## src/rtl/flp_ack_pkg.sv

```systemverilog
package flp_ack_pkg;

    localparam int WORD_W  = 16;
    localparam int ACK_BIT = 14;

    typedef enum logic [1:0] {
        LC_RX    = 2'd0,
        LC_CHECK = 2'd1,
        LC_GOOD  = 2'd2
    } lchk_state_t;

    typedef struct packed {
        logic              done;
        logic              abort;
        logic [WORD_W-1:0] word;
    } rx_evt_t;

    function automatic logic wants_ack(input logic [WORD_W-1:0] w);
        return w[ACK_BIT];
    endfunction

endpackage

```

## src/rtl/flp_burst_rx.sv

```systemverilog
module flp_burst_rx
    import flp_ack_pkg::*;
#(
    parameter int CNT_W    = 20,
    parameter int DATA_MIN = 20,
    parameter int DATA_MAX = 78,
    parameter int SLOT_MAX = 200
) (
    input  logic    clk,
    input  logic    rst,
    input  logic    hold,
    input  logic    tick,
    input  logic    pulse,
    output logic    active,
    output logic    start,
    output rx_evt_t evt
);
    localparam int SLOT_W = $clog2(WORD_W);
    localparam logic [CNT_W-1:0]  DMIN_L = CNT_W'(DATA_MIN);
    localparam logic [CNT_W-1:0]  DMAX_L = CNT_W'(DATA_MAX);
    localparam logic [CNT_W-1:0]  SMAX_L = CNT_W'(SLOT_MAX - 1);
    localparam logic [SLOT_W-1:0] LAST_L = SLOT_W'(WORD_W - 1);

    logic [CNT_W-1:0]  ptmr;
    logic [SLOT_W-1:0] slot;
    logic              got_data;
    logic [WORD_W-1:0] acc;
    logic              early;
    logic              is_data;

    assign early   = ptmr < DMIN_L;
    assign is_data = !got_data && (ptmr <= DMAX_L);
    assign start   = pulse && !active && !hold;

    always_ff @(posedge clk) begin
        if (rst) begin
            active   <= 1'b0;
            ptmr     <= '0;
            slot     <= '0;
            got_data <= 1'b0;
            acc      <= '0;
            evt      <= '0;
        end else if (hold) begin
            active    <= 1'b0;
            evt.done  <= 1'b0;
            evt.abort <= 1'b0;
        end else begin
            evt.done  <= 1'b0;
            evt.abort <= 1'b0;
            if (!active) begin
                if (pulse) begin
                    active   <= 1'b1;
                    ptmr     <= '0;
                    slot     <= '0;
                    got_data <= 1'b0;
                    acc      <= '0;
                end
            end else if (pulse && !early) begin
                ptmr <= '0;
                if (is_data) begin
                    acc[slot] <= 1'b1;
                    got_data  <= 1'b1;
                end else if (slot == LAST_L) begin
                    active   <= 1'b0;
                    evt.done <= 1'b1;
                    evt.word <= acc;
                end else begin
                    slot     <= slot + 1'b1;
                    got_data <= 1'b0;
                end
            end else if (tick) begin
                if (ptmr == SMAX_L) begin
                    active    <= 1'b0;
                    evt.abort <= 1'b1;
                end else begin
                    ptmr <= ptmr + 1'b1;
                end
            end
        end
    end
endmodule

```

## src/rtl/flp_ack_match.sv

```systemverilog
module flp_ack_match
    import flp_ack_pkg::*;
#(
    parameter int CNT_W   = 20,
    parameter int GAP_MIN = 5000,
    parameter int GAP_MAX = 150000,
    parameter int MATCH_N = 3
) (
    input  logic              clk,
    input  logic              rst,
    input  logic              clear,
    input  logic              tick,
    input  logic              rx_active,
    input  logic              start,
    input  rx_evt_t           evt,
    output logic [WORD_W-1:0] code_word,
    output logic              ack_set
);
    localparam int RUN_W = $clog2(MATCH_N + 1);
    localparam logic [CNT_W-1:0] GMIN_L = CNT_W'(GAP_MIN);
    localparam logic [CNT_W-1:0] GMAX_L = CNT_W'(GAP_MAX - 1);
    localparam logic [RUN_W-1:0] RUN_L  = RUN_W'(MATCH_N);

    logic [CNT_W-1:0]  gtmr;
    logic              have_prev;
    logic              too_close;
    logic [WORD_W-1:0] prev_word;
    logic [RUN_W-1:0]  run;
    logic [RUN_W-1:0]  next_run;
    logic              accept;

    assign accept = evt.done && !too_close;

    always_comb begin
        next_run = '0;
        if (wants_ack(evt.word)) begin
            if (run != '0 && evt.word == prev_word)
                next_run = (run == RUN_L) ? run : run + 1'b1;
            else
                next_run = RUN_W'(1);
        end
    end

    assign ack_set = accept && (next_run == RUN_L);

    always_ff @(posedge clk) begin
        if (rst)
            code_word <= '0;
        else if (accept)
            code_word <= evt.word;
    end

    always_ff @(posedge clk) begin
        if (rst || clear) begin
            gtmr      <= '0;
            have_prev <= 1'b0;
            too_close <= 1'b0;
            prev_word <= '0;
            run       <= '0;
        end else begin
            if (start)
                too_close <= have_prev && (gtmr < GMIN_L);
            if (evt.done) begin
                gtmr      <= '0;
                have_prev <= 1'b1;
                if (accept) begin
                    prev_word <= evt.word;
                    run       <= next_run;
                end else begin
                    run <= '0;
                end
            end else if (evt.abort) begin
                gtmr      <= '0;
                have_prev <= 1'b0;
                run       <= '0;
            end else if (have_prev && !rx_active && tick) begin
                if (gtmr == GMAX_L) begin
                    gtmr      <= '0;
                    have_prev <= 1'b0;
                    run       <= '0;
                end else begin
                    gtmr <= gtmr + 1'b1;
                end
            end
        end
    end
endmodule

```

## src/rtl/flp_link_check.sv

```systemverilog
module flp_link_check
    import flp_ack_pkg::*;
#(
    parameter int CNT_W   = 20,
    parameter int INHIBIT = 750000
) (
    input  logic        clk,
    input  logic        rst,
    input  logic        tick,
    input  logic        ack_set,
    input  logic        link_ok,
    output lchk_state_t state,
    output logic        restart
);
    localparam logic [CNT_W-1:0] INH_L = CNT_W'(INHIBIT - 1);

    logic [CNT_W-1:0] itmr;
    logic             expire;

    assign expire  = (state == LC_CHECK) && tick && (itmr == INH_L);
    assign restart = (expire && !link_ok) || ((state == LC_GOOD) && !link_ok);

    always_ff @(posedge clk) begin
        if (rst) begin
            state <= LC_RX;
            itmr  <= '0;
        end else begin
            case (state)
                LC_RX: begin
                    itmr <= '0;
                    if (ack_set)
                        state <= LC_CHECK;
                end
                LC_CHECK: begin
                    if (expire)
                        state <= link_ok ? LC_GOOD : LC_RX;
                    else if (tick)
                        itmr <= itmr + 1'b1;
                end
                LC_GOOD: begin
                    if (!link_ok)
                        state <= LC_RX;
                end
                default: state <= LC_RX;
            endcase
        end
    end
endmodule

```

## src/rtl/flp_ack_detect.sv

```systemverilog
module flp_ack_detect
    import flp_ack_pkg::*;
#(
    parameter int CNT_W    = 20,
    parameter int DATA_MIN = 20,
    parameter int DATA_MAX = 78,
    parameter int SLOT_MAX = 200,
    parameter int GAP_MIN  = 5000,
    parameter int GAP_MAX  = 150000,
    parameter int INHIBIT  = 750000,
    parameter int MATCH_N  = 3
) (
    input  logic        clk_i,
    input  logic        rst_i,
    input  logic        tick_i,
    input  logic        pulse_i,
    input  logic        link_ok_i,
    output logic [15:0] code_word_o,
    output logic        ack_o,
    output logic        flp_tx_stop_o,
    output logic        link_good_o
);
    rx_evt_t     rx_evt;
    logic        rx_active;
    logic        rx_start;
    logic        rx_done;
    logic        ack_set;
    logic        restart;
    logic        hold;
    lchk_state_t lstate;

    assign hold    = (lstate != LC_RX);
    assign rx_done = rx_evt.done;

    flp_burst_rx #(
        .CNT_W(CNT_W), .DATA_MIN(DATA_MIN),
        .DATA_MAX(DATA_MAX), .SLOT_MAX(SLOT_MAX)
    ) u_rx (
        .clk(clk_i), .rst(rst_i), .hold(hold), .tick(tick_i),
        .pulse(pulse_i), .active(rx_active), .start(rx_start), .evt(rx_evt)
    );

    flp_ack_match #(
        .CNT_W(CNT_W), .GAP_MIN(GAP_MIN),
        .GAP_MAX(GAP_MAX), .MATCH_N(MATCH_N)
    ) u_match (
        .clk(clk_i), .rst(rst_i), .clear(restart), .tick(tick_i),
        .rx_active(rx_active), .start(rx_start), .evt(rx_evt),
        .code_word(code_word_o), .ack_set(ack_set)
    );

    flp_link_check #(
        .CNT_W(CNT_W), .INHIBIT(INHIBIT)
    ) u_lchk (
        .clk(clk_i), .rst(rst_i), .tick(tick_i), .ack_set(ack_set),
        .link_ok(link_ok_i), .state(lstate), .restart(restart)
    );

    assign ack_o         = (lstate != LC_RX);
    assign flp_tx_stop_o = (lstate == LC_CHECK) || (lstate == LC_GOOD);
    assign link_good_o   = (lstate == LC_GOOD);
endmodule

```

## config.mk

```make
export PLATFORM = sky130hd
export DESIGN_NAME = flp_ack_detect
export DESIGN_NICKNAME = d
export VERILOG_FILES = /design/src/rtl/flp_ack_pkg.sv /design/src/rtl/flp_burst_rx.sv /design/src/rtl/flp_ack_match.sv /design/src/rtl/flp_link_check.sv /design/src/rtl/flp_ack_detect.sv
export SDC_FILE = /design/constraint.sdc
export NUM_CORES = 1
export LEC_CHECK = 0
export CORE_ASPECT_RATIO = 1.1
export CORE_MARGIN = 1
export CORE_UTILIZATION = 40
export DETAILED_ROUTE_END_ITERATION = 10
export PLACE_DENSITY = 0.61
export SLEW_MARGIN = 40
export SYNTH_ARGS = -nofsm -noshare
export SYNTH_HDL_FRONTEND = slang
export SYNTH_SLANG_ARGS = --single-unit
```

## constraint.sdc

```tcl
create_clock -name clk_i -period 3.4 [get_ports clk_i]
set_input_delay 0.51 -clock clk_i [delete_from_list [all_inputs] [get_ports clk_i]]
set_output_delay 0.51 -clock clk_i [all_outputs]
set_load 0.005 [all_outputs]
```

==> results.md <==
- Initial antenna violation count: 0
- Layout cells sized above 1: 0.0765
- YS warnings: 0
- Worst setup SP type: flip-flop
- Vias per inst: approximately 5.2
- Fin nets: approximately 730
- Final Cycle Share: 0.827
- Synth top area cells: dfxtp_1, nand2_1, xnor2_1, nor2_1, a21oi_1
- #FFs+latches synth: around 140
- Clock Sinks: 138
- First drt pass iteration count: 4
- Mapped Nets: 707
- Hpwl dp: 8820 um
- CTS clk-pin slew, worst paths: about 0.06 ns
- Setup violations, final: 0
- Cells after DPL: 891
- Starting density of the core: 0.417
- Gpl congestion: 0.791
- Max Cap Violations: 0
- Post-synth EDFFs: 0
- Sequential area share after synthesis: 0.453
- Max Slew Vio Count: 0
- CTS Hold Buffers Added: 0
- Die W: 120 um
- Top Family by Delay on Critical Path: simple AND/OR/NAND/NOR gates
- Hold path startpoint: u_rx.evt[16]
- Via count of the first global-routing pass: 4614
- Crit path to: u_rx.acc[8]
- CP max-delay cell: or4_4
- CP startpoint: u_rx.ptmr[10]
- H-tree depth: 4
- DIE AREA: approximately 0.016 sq mm
- GRT Util Overall: 0.172
- Tot Pwr: approximately 3500 uW
- Per-cell routed wire length: 13.8 um
- Hold_ws: roughly 0.43 ns
- Largest net degree at the start of global routing: 43
- Root buffer cell: clkbuf_16
- Fmax: 356 MHz
- Synth top cells by count: dfxtp_1, nand2_1, nor2_1
- Largest stage delay, worst path: around 0.57 ns
- Main synth FF type: dfxtp_1
- Crit path buffers/inverters: 0
- Starting DRC count in detailed routing: about 230
- Share of the synthesized area in the top cell type: 0.453
- Ant. Diodes: 0
- Fin util: 0.489
- Worst slew pin tran: 0.716 ns
- Hold Crit Class: flip-flop to flip-flop
- Row Count: 46
- Clock Latency Late Sink: 0.42 ns
- CP Capture Type: flip-flop
- RSZ-0062 raised after global routing: no
- Async set-reset flop share out of synthesis: 0
- R2r setup slk: 0.59 ns
- Post-CTS Resized: 0
- First-pass GRT wire length: 21900 um
- Die H: 131 um
- WL final: 12800 um
- Hold Fails Final Rpt: 0
- Post-Syn Instances: 692
- Fin Setup TNS: 0 ns
- Peak VDD IR: 352 uV
- Synth area leader: dfxtp_1
- Antenna Nets Post-Route: 0
- Crit path depth: 6
- Top-count cell post-synth: dfxtp_1
- Static leakage: 0.00245 uW
- Area delta synth->final: 17.3%
- RR Startpoint: u_rx.ptmr[10]
- FF-to-FF End: u_rx.acc[8]
- Drt drc: 0
- R2R cell count: 6
- Setup CP Type: flip-flop to flip-flop
- Post-route minimum period: approximately 2.8 ns
- Vias: 4830
- CTS Buf Count: 17
- Cell variety after synth: 60
- Worst-path maximum fanout: 10
- CORE AREA: about 0.015 sq mm
- CTS max path bufs: 2
- Fillcell total: 1409
- Grt total ovfl: 0
- Port Buffers: 23
- Post-CTS setup buffer count: 0
- Status: completed
- Critical-path cell list: or4_1 -> or4_4 -> a211oi_4 -> and3b_1 -> and3b_4 -> a22o_1
- Non-filler cells, final: 924
- Worst rel slew slack: 0.522
- Req. time, crit path: 3.76 ns
- Skew final: 0.00855 ns
- Top-level port count: 24
- Post-Syn Area: about 0.0061 sq mm
- CTS tree: built
- PwrDens: 495 mW/mm^2
- CP Data Arrival Time: 3.17 ns
- Syn Area/Cell: about 9 sq um
## metrics by stage
step                setup slack, ns  area, sq um
floorplan                     0.863         6090
global placement              0.237         6540
detailed placement            0.518         6540
CTS                           0.591         7140
global route                  0.395         7150
finish                        0.589         7150
## layout make-up
cell class	instances	area [sq um]	share of cell area
clock buffer	19	443	0.0620
clock inverter	13	158	0.0221
inverter	15	56.3	0.00788
multi-input combinational	513	3180	0.445
sequential	138	2760	0.387
tap	192	240	0.0336
timing repair buffer	34	310	0.0434
## sequential cells by signal, summed over array words and instances (netlist names), 4 cells and up
signal,count
u_rx.evt,18
u_match.code_word,16
u_rx.ptmr,20
u_match.gtmr,20
u_match.prev_word,16
u_rx.slot,4
u_lchk.itmr,20
u_rx.acc,16
## kinds of logic after synthesis
logic type / count (synthesis) / share of synthesized area
simple gates: 304 / 0.245
flops: 138 / 0.453
mux: 19 / 0.0312
fa+ha+maj: 10 / 0.0205
compound gates: 112 / 0.124
xor+xnor: 68 / 0.0978
buf+inv: 41 / 0.0283
## worst reg2reg max path, cell delays in order (launching register included)
cell,delay (ns)
dfxtp_1,0.35
or4_1,0.56
or4_4,0.57
a211oi_4,0.40
and3b_1,0.45
and3b_4,0.29
a22o_1,0.13
## worst min-delay path by stage
stage | cells past startpoint | slack (ns) | end
3_5_place_dp | 1 | 0.42 | u_match.gtmr[1]
6_report | 1 | 0.43 | u_match.gtmr[1]
4_1_cts | 1 | 0.43 | u_match.gtmr[1]
3_3_place_gp | 1 | 0.42 | u_match.gtmr[1]
2_1_floorplan | 1 | 0.41 | u_match.gtmr[1]
5_1_grt | 1 | 0.46 | u_match.gtmr[1]
## layout by cell type (no fill, tap or decap), types with 2 or more instances in the layout
cell             instances
a31oi_1                  2
nand2_1                 89
xnor2_1                 38
clkdlybuf4s50_1         23
a211oi_1                 6
dfxtp_1                138
clkinv_4                 4
nand3_1                 27
bufinv_16                2
inv_1                   15
nand3b_1                 3
a22o_1                   9
and2_1                   5
o31ai_1                  2
nor4_1                  15
and3b_1                  2
nor3_1                  16
o211ai_1                 2
nand2b_1                 4
a21oi_1                 53
clkbuf_16               17
a32o_1                   8
and3b_4                  2
and3_1                   9
inv_6                    5
nand4_1                 17
mux2i_1                 19
a2111oi_0                4
or3_1                    8
buf_4                   10
ha_1                    10
nand4b_1                 3
xor2_1                  30
or4_1                    6
and4_1                   3
nor2_1                  81
nor2b_1                  3
o21ai_0                 10
## power breakdown
part / switching [uW] / internal, uW
registers: 3.88 / 1620
clock network: 730 / 1120
logic: 47.5 / 18.3
## per-layer routing
layer / share of wire / global-route usage / vias to the layer above
met2: 0.47 / 0.277 / 46
met5: 0 / 0 / -
met1: 0.48 / 0.219 / 2265
met4: 0.015 / 0.0660 / 0
met3: 0.029 / 0.0421 / 19
li1: - / - / 2500
Power figures use the tool's default switching activity.
